<file path="src/rtl/cascade_ack_seq.sv">
module cascade_ack_seq #(
  parameter logic [7:0] MASTER_LEVEL_OK = 8'hF8,
  parameter logic [7:0] SLAVE_LEVEL_OK  = 8'hDE,
  parameter int         CASCADE_LINE    = 2
) (
  input  logic        clk,
  input  logic        rst_n,
  input  logic [15:0] irq_in,
  input  logic [15:0] level_mode,
  input  logic [15:0] irq_mask,
  input  logic [7:0]  master_base,
  input  logic [7:0]  slave_base,
  input  logic        ack_req,
  input  logic        poll_req,
  input  logic        poll_slave,
  input  logic        eoi_req,
  input  logic        eoi_slave,
  output logic        int_out,
  output logic [7:0]  vector,
  output logic [7:0]  poll_data
);
  localparam logic [2:0] CL = 3'(CASCADE_LINE);

  function automatic logic [3:0] lowest(input logic [7:0] v);
    lowest = 4'd8;
    for (int i = 7; i >= 0; i--)
      if (v[i]) lowest = 4'(i);
  endfunction

  logic [7:0] m_irr, m_isr, m_last, s_irr, s_isr, s_last;
  logic [7:0] m_irr_n, m_isr_n, s_irr_n, s_isr_n;

  wire [7:0] m_lvl = level_mode[7:0] & MASTER_LEVEL_OK & ~(8'd1 << CL);
  wire [7:0] s_lvl = level_mode[15:8] & SLAVE_LEVEL_OK;

  wire [3:0] m_pick = lowest(m_irr & ~irq_mask[7:0]);
  wire [3:0] m_cur  = lowest(m_isr);
  wire [3:0] s_pick = lowest(s_irr & ~irq_mask[15:8]);
  wire [3:0] s_cur  = lowest(s_isr);
  wire       m_hit  = m_pick < m_cur;
  wire       s_hit  = s_pick < s_cur;

  wire [2:0] mline  = m_hit ? m_pick[2:0] : 3'd7;
  wire [2:0] sline  = s_hit ? s_pick[2:0] : 3'd7;
  wire       casc   = ack_req && m_hit && (m_pick[2:0] == CL);
  wire       poll_m = !ack_req && poll_req && !poll_slave;
  wire       poll_s = !ack_req && poll_req && poll_slave;
  wire       eoi_go = !ack_req && !poll_req && eoi_req;
  wire       m_cl_polled = poll_m && m_hit && (m_pick[2:0] == CL);

  assign int_out = m_hit;

  always_comb begin
    m_irr_n = m_irr;
    m_isr_n = m_isr;
    s_irr_n = s_irr;
    s_isr_n = s_isr;
    if (ack_req) begin
      if (m_hit) begin
        m_isr_n[mline] = 1'b1;
        if (!m_lvl[mline]) m_irr_n[mline] = 1'b0;
      end
      if (casc && s_hit) begin
        s_isr_n[sline] = 1'b1;
        if (!s_lvl[sline]) s_irr_n[sline] = 1'b0;
      end
    end else if (poll_s) begin
      if (s_hit) begin
        s_irr_n[sline] = 1'b0;
        s_isr_n[sline] = 1'b0;
        m_irr_n[CL]    = 1'b0;
        m_isr_n[CL]    = 1'b0;
      end
    end else if (poll_m) begin
      if (m_hit) begin
        m_irr_n[mline] = 1'b0;
        m_isr_n[mline] = 1'b0;
      end
    end else if (eoi_go) begin
      if (eoi_slave) begin
        if (s_cur < 4'd8) s_isr_n[s_cur[2:0]] = 1'b0;
      end else begin
        if (m_cur < 4'd8) m_isr_n[m_cur[2:0]] = 1'b0;
      end
    end
    for (int i = 0; i < 8; i++) begin
      if (s_lvl[i])                           s_irr_n[i] = irq_in[8+i];
      else if (irq_in[8+i] && !s_last[i])     s_irr_n[i] = 1'b1;
      if (i == int'(CL)) begin
        if (s_hit && !casc && !poll_s && !m_cl_polled) m_irr_n[i] = 1'b1;
      end else if (m_lvl[i])                  m_irr_n[i] = irq_in[i];
      else if (irq_in[i] && !m_last[i])       m_irr_n[i] = 1'b1;
    end
  end

  always_ff @(posedge clk) begin
    if (!rst_n) begin
      m_irr     <= '0;
      m_isr     <= '0;
      m_last    <= '0;
      s_irr     <= '0;
      s_isr     <= '0;
      s_last    <= '0;
      vector    <= '0;
      poll_data <= '0;
    end else begin
      m_irr  <= m_irr_n;
      m_isr  <= m_isr_n;
      s_irr  <= s_irr_n;
      s_isr  <= s_isr_n;
      m_last <= irq_in[7:0];
      s_last <= irq_in[15:8];
      if (ack_req)
        vector <= casc ? ((slave_base & 8'hF8) | {5'd0, sline})
                       : ((master_base & 8'hF8) | {5'd0, mline});
      if (poll_m)
        poll_data <= m_hit ? {5'b10000, mline} : 8'h07;
      else if (poll_s)
        poll_data <= s_hit ? {5'b10000, sline} : 8'h07;
    end
  end
endmodule

</file>
<file path="config.mk">
export PLATFORM = sky130hd
export DESIGN_NAME = cascade_ack_seq
export DESIGN_NICKNAME = d
export VERILOG_FILES = /design/src/rtl/cascade_ack_seq.sv
export SDC_FILE = /design/constraint.sdc
export NUM_CORES = 1
export LEC_CHECK = 0
export BUFFER_PORTS_ARGS = -buffer_cell sky130_fd_sc_hd__buf_2
export CELL_PAD_IN_SITES_DETAIL_PLACEMENT = 0
export CELL_PAD_IN_SITES_GLOBAL_PLACEMENT = 2
export CORE_ASPECT_RATIO = 0.75
export CORE_MARGIN = 10
export CORE_UTILIZATION = 33
export DETAILED_ROUTE_END_ITERATION = 6
export PLACE_DENSITY_LB_ADDON = 0.15
export SKIP_CTS_REPAIR_TIMING = 1
export SYNTH_ARGS = -nofsm -noshare
export SYNTH_HDL_FRONTEND = slang
export SYNTH_SLANG_ARGS = --single-unit
</file>
<file path="constraint.sdc">
create_clock -name clk -period 6.4 [get_ports clk]
set_input_delay 0.96 -clock clk [delete_from_list [all_inputs] [get_ports clk]]
set_output_delay 0.96 -clock clk [all_outputs]
set_load 0.005 [all_outputs]
</file>
==> Word-level counts from Yosys, hierarchy flattened <==
Index checks and enable logic that the tools add are counted.
{ "totals": {"word_cells": 318, "input_bits": 71, "out_inout_bits": 17, "ff_bits": 64} }
{ "classes": {"bitwise_logic": 18, "reduce_logical": 112, "eq_ne": 43, "magnitude_cmp": 12, "mux": 110} }
{ "op_table": {"columns": ["op", "n"], "rows": [
  ["8-bit two-way mux", 30],
  ["4-bit two-way mux", 32],
  ["4-bit nonzero test", 20],
  ["4-bit by 3-bit != test with 1-bit output, second input constant", 17],
  ["8-bit bitwise AND", 8],
  ["4-bit AND reduction", 15],
  ["3-bit nonzero test", 17],
  ["8-bit inverter", 6],
  ["1-bit two-way mux", 36],
  ["1-bit logical AND", 32],
  ["3-bit by 2-bit != test with 1-bit output, second input constant", 10],
  ["4-bit by 2-bit != test with 1-bit output, second input constant", 7],
  ["1-bit logical NOT", 21],
  ["6-bit AND reduction", 3],
  ["3-bit by 4-bit less-than comparator with 1-bit output, second input constant", 4],
  ["8-bit by 3-bit OR with 8-bit output", 2],
  ["8-bit OR", 2],
  ["1-bit demux with 3-bit select", 4],
  ["3-bit by 1-bit greater-or-equal comparator with 1-bit output, second input constant", 4],
  ["5-bit two-way mux", 2],
  ["3-bit by 1-bit != test with 1-bit output, second input constant", 3],
  ["4-bit less-than comparator", 2],
  ["4-bit less-than comparator, second input constant", 2],
  ["1-bit binary-select mux with 3-bit select", 2],
  ["other kinds (8)", 14]
]} }

==> Longest topological paths before layout <==
{ "depth": {"word_depth": 24, "ltp_mapped": 13, "ltp_nobuf": 13} }

==> Least setup slack after synthesis <==
No wires, ideal clock.
{ "synth_timing": {"kind": "input to register", "start": "input port irq_mask[10]", "end": "register s_isr[0]", "setup_slack_ps": 2660, "setup_ps": 119, "cell_stages": 13, "required_ps": 6281, "arrival_time_ps": 3622, "n_path_buf": 0, "path_cell_list": "and2b_1 > a2111oi_0 > o31ai_1 > inv_2 > ha_1 > o21ai_1 > nand2b_1 > a21oi_1 > a31o_2 > nand2_2 > or3_1 > o21a_1 > o221a_1"} }
{ "synth_between": {"elab_chain_len": 16, "elab_cells_between_ends": 23, "classes_between": "order compare: 3; eq/ne: 2; mux: 10; bitwise: 5; reduce/logical: 3"} }
{ "synth_rtl": {"columns": ["element", "line_no", "text"], "rows": [
  ["start: declaration", "10", "input logic [15:0] irq_mask,"],
  ["8-bit inverter *", "38", "wire [3:0] s_pick = lowest(s_irr & ~irq_mask[15:8]);"],
  ["8-bit bitwise AND *", "38", null],
  ["4-bit two-way mux * (3 in a row)", "27", "if (v[i]) lowest = 4'(i);"],
  ["4-bit less-than comparator", "41", "wire s_hit = s_pick < s_cur;"],
  ["3-bit two-way mux", "44", "wire [2:0] sline = s_hit ? s_pick[2:0] : 3'd7;"],
  ["3-bit by 4-bit less-than comparator with 1-bit output (not written as such) / 3-bit by 1-bit greater-or-equal comparator with 1-bit output (equally long branches)", "64, 70", null],
  ["1-bit logical AND (not written as such)", "64, 70", null],
  ["1-bit two-way mux (not written as such)", "64, 70", null],
  ["1-bit demux with 3-bit select", "64, 70", null],
  ["8-bit inverter (no source line)", null, null],
  ["8-bit bitwise AND (no source line)", null, null],
  ["8-bit two-way mux", "68", "if (s_hit) begin"],
  ["8-bit two-way mux", "67", "end else if (poll_s) begin"],
  ["8-bit two-way mux", "58", "if (ack_req) begin"],
  ["end signal: assignment", "110", "s_isr <= s_isr_n;"],
  ["end: declaration", "30", "logic [7:0] m_irr, m_isr, m_last, s_irr, s_isr, s_last;"]
]} }
Every way passes the cells marked *; elsewhere a longest branch is shown, timed or not. The select of a mux whose other input is x is not followed.
A chain may end at the register's enable or synchronous reset.

==> Worst setup path after layout <==
{ "layout_timing": {"start": "input port irq_mask[14]", "end": "register s_irr[4]"} }
{ "layout_between": {"elab_chain_len": 22, "elab_cells_between_ends": 32, "classes_between": "order compare: 3; eq/ne: 2; mux: 19; bitwise: 4; reduce/logical: 4"} }
{ "layout_rtl": {"columns": ["element", "line_no", "text"], "rows": [
  ["8-bit inverter *", "38", null],
  ["8-bit bitwise AND *", "38", null],
  ["4-bit two-way mux * (7 in a row)", "27", null],
  ["4-bit less-than comparator", "41", null],
  ["3-bit two-way mux", "44", null],
  ["3-bit by 4-bit less-than comparator with 1-bit output (not written as such) / 3-bit by 1-bit greater-or-equal comparator with 1-bit output (equally long branches)", "65, 69", null],
  ["1-bit logical AND (not written as such)", "65, 69", null],
  ["1-bit two-way mux (not written as such)", "65, 69", null],
  ["1-bit demux with 3-bit select", "65, 69", null],
  ["8-bit inverter (no source line)", null, null],
  ["8-bit bitwise AND (no source line)", null, null],
  ["8-bit two-way mux (on tied branches)", "68, 65", null],
  ["8-bit two-way mux (on tied branches)", "67, 63", null],
  ["8-bit two-way mux", "58", null],
  ["1-bit two-way mux", "88", "else if (irq_in[8+i] && !s_last[i]) s_irr_n[i] = 1'b1;"],
  ["1-bit two-way mux", "87", "if (s_lvl[i]) s_irr_n[i] = irq_in[8+i];"],
  ["end signal: assignment", "109", "s_irr <= s_irr_n;"],
  ["end: declaration", "30", null]
]} }
Marked as above.

==> key figures <==
Drt
  • Vias per inst: 5.301
  • Final ANT Viol Nets: 0
  • Final WL: around 12000 um
  • Drt drc: 0
  • Vias: approximately 3.7k
  • Iteration-0 DRC count of the detailed router: around 170
  • Per-cell routed wire length: roughly 18 um
  • First-pass DRT Iterations: 4

Setup path
  • Crit start category: input port
  • R2R setup slack: approximately 2200 ps
  • Arrival @ worst endpoint: around 4800 ps
  • Reg-to-reg critical path endpoint: s_irr[4]$_SDFFE_PN0P_
  • R2R Path Start: s_irr[6]$_SDFFE_PN0P_
  • Crit Path Class: in2reg
  • CP required: 6590 ps
  • Worst setup EP type: register
  • R2R depth: 13
  • Crit-path max FO: 6

Clock tree
  • Insertion delay to the later sink of the worst-skew pair: between 300 and 400 ps
  • Clock Path Buffers: 2
  • CTS tree: built
  • Reg clk slew, reported paths: approximately 60 ps
  • Clock H-tree levels: 3
  • Root Driver: clkbuf_16
  • Clock Sinks: 59
  • TritonCTS Buffers: 9

Power and ir drop
  • Power per Cell Area: between 400 and 500 mW/mm2
  • Sw frac: roughly 44%
  • Worst vdd ir: between 0.00015 and 0.0002 V
  • Reg power frac: between 20% and 30%
  • Psw: about 0.00083 W
  • Clock power frac: roughly a quarter
  • Pleak: roughly 1.9 nW
  • Comb power frac: between 50% and 60%
  • P_int: around 0.0011 W

Final layout
  • Post-layout util: about two fifths
  • Nets: 639
  • Fin cells: 707
  • Final instance area: between 0.004 and 0.005 mm2
  • Diode count: 0
  • Area grow syn2layout: 20.33%
  • Layout cells sized above 1: between 10% and 20%

STA
  • Peak Freq: 217.8 MHz
  • RSZ-0062 raised after global routing: false
  • Final period utilization: between 70% and 80%
  • Worst hold slack: between 400 and 500 ps
  • Setup TNS: 0 ps
  • Slew @ Worst Pin: 1160 ps
  • Tmin final: 4591 ps
  • Slew margin rel.: between 20% and 30%
  • Endpoints failing hold: 0
  • Max-slew violations: 0
  • Setup Viol. Count Final: 0
  • Clk_skew: between 6 and 7 ps

Yosys
  • Post-synth top area share: a little under a third
  • Top post-synthesis cells by area: dfxtp_1 (32%), o21ai_0 (5.7%), nand2_1 (5.5%), nor2_1 (4.8%), a21oi_1 (4.4%)
  • Cell taking the most area after synthesis: dfxtp_1
  • Yosys cell types: 67
  • Post-synthesis cell area: approximately 0.0037 mm2
  • Post-synth EDFFs: 0
  • Count leader, synth: dfxtp_1
  • Mean post-synth cell area: 7.573 um2
  • Primary FF master, synth: dfxtp_1
  • Post-synth top cells: dfxtp_1 (59), nand2_1 (55), nor2_1 (48), o21ai_0 (43), a21oi_1 (33)
  • Sequential area share after synthesis: approximately a third
  • Synth Instances: between 400 and 500
  • Yosys reg bits: 59
  • Synth async-reset ratio: 0%
  • Synth warn: 0

Die
  • Die height: about 110 um
  • Core ar.: 0.01102 mm2
  • Starting Density: 34.00%
  • Placement Rows: 33
  • Die W: approximately 140 um
  • Num ports: 88
  • Die area: between 0.015 and 0.02 mm2

Global route
  • Largest net degree at the start of global routing: 61
  • Initial antenna violation count: 0
  • Vias in the first global route: between 3k and 4k
  • All-Layer GR Usage: around 15%
  • Grt total ovfl: 0
  • First-pass GRT wire length: around 20000 um

Placed design
  • # port buffers: 71
  • Dpl hpwl: roughly 9500 um
  • Routability congestion estimate from global placement: ~0.85
  • Placed insts: 691
  • Placed cell areas: roughly 0.0042 mm2

Min path
  • Min-Delay Path Class: reg2reg
  • Hold Path Origin: m_last[0]$_SDFF_PN0_
  • Min-Delay Endpoint: m_irr[0]$_SDFFE_PN0P_
  • Hold Path Depth: 1

Run status
  • Outcome: complete, no violations

Run
  • Max_cap viols: 0
[flip-flops by register name (all words and copies together) (netlist names)]
register and cells:
s_isr 8, s_last 8, m_isr 8, m_irr 8, s_irr 8, m_last 7, vector 8, poll_data 4
[area by class of cell]
type,instances,area (um2)
clock buffers,9,225.2
clock inverters,7,68.82
multi-input cells,392,2384
repair buffers,73,370.4
inverters,27,106.4
flip-flops and latches,59,1181
fillers,1181,6514
well taps,140,175.2
[worst max-delay path, stage by stage]
cell       delay (ps)
buf_2              70
nand2b_1          140
nand2_1            80
o31ai_1           790
inv_2             160
ha_1              320
o21ai_1            90
nand2b_1           70
a21oi_1           460
nor4b_1           990
nand2b_1          130
o2111ai_1         150
a211o_2           240
a31oi_1           110
[cells by family after synthesis]
group	share of synthesized area (%)
AOI/OAI and AO/OA	29.17
adders and majority gates	2.003
buffers and inverters	5.374
DFF	31.51
muxes	2.136
other	0.1000
and+or+nand+nor	29.71
[worst max-delay path by stage]
stage	endpoint	slack (ps)	startpoint	cells after the start
6_report	s_irr[4]$_SDFFE_PN0P_	1810	irq_mask[14]	14
5_1_grt	s_irr[7]$_SDFFE_PN0P_	1610	irq_mask[10]	14
4_1_cts	s_irr[4]$_SDFFE_PN0P_	1960	irq_mask[14]	14
3_5_place_dp	s_irr[7]$_SDFFE_PN0P_	1600	irq_mask[14]	14
3_3_place_gp	s_irr[7]$_SDFFE_PN0P_	1670	irq_mask[14]	14
2_1_floorplan	s_isr[0]$_SDFFE_PN0P_	2660	irq_mask[10]	13
[metal layers]
metal	track usage [%]	vias to the layer above	part of all wire (%)
met2	20.40	88	38
li1	-	1918	-
met1	23.17	1735	54
met4	3.429	0	0.85
met5	0	-	0
met3	4.844	7	6.6
[power by group through the flow]
stage	registers, W	clock network (W)	logic (W)
floorplan	0.000454	0	0.000689
global placement	0.000461	0	0.000947
detailed placement	0.000462	0	0.000947
CTS	0.000455	0.000498	0.000953
global route	0.000462	0.000511	0.00106
finish	0.000456	0.000482	0.000958
[per-stage QoR]
step	setup WS (ps)	power, W
after floorplan	2660	0.001143
after global placement	1667	0.001408
after detailed placement	1604	0.001410
after CTS	1962	0.001906
after global routing	1614	0.002032
final	1809	0.001896
[layout by cell type, fill, tap and decap left out, types with 6 or more instances in the layout]
| master | netlist | layout |
|---|---|---|
| nor2_1 | 48 | 48 |
| buf_2 | 1 | 71 |
| nand2_1 | 55 | 55 |
| nor2b_1 | 17 | 17 |
| nor4_1 | 10 | 10 |
| o211a_1 | 7 | 7 |
| inv_1 | 25 | 25 |
| nand3_1 | 10 | 10 |
| clkbuf_16 | 0 | 9 |
| nand2b_1 | 20 | 20 |
| dfxtp_1 | 59 | 59 |
| and2_1 | 17 | 17 |
| o21ai_0 | 43 | 43 |
| a21boi_0 | 6 | 6 |
| a21oi_1 | 33 | 33 |
| o21ai_1 | 6 | 6 |
| ha_1 | 6 | 6 |
| o31ai_1 | 10 | 10 |
| nor3_1 | 10 | 10 |
| mux2i_1 | 8 | 8 |
Power figures use the tool's default switching activity.
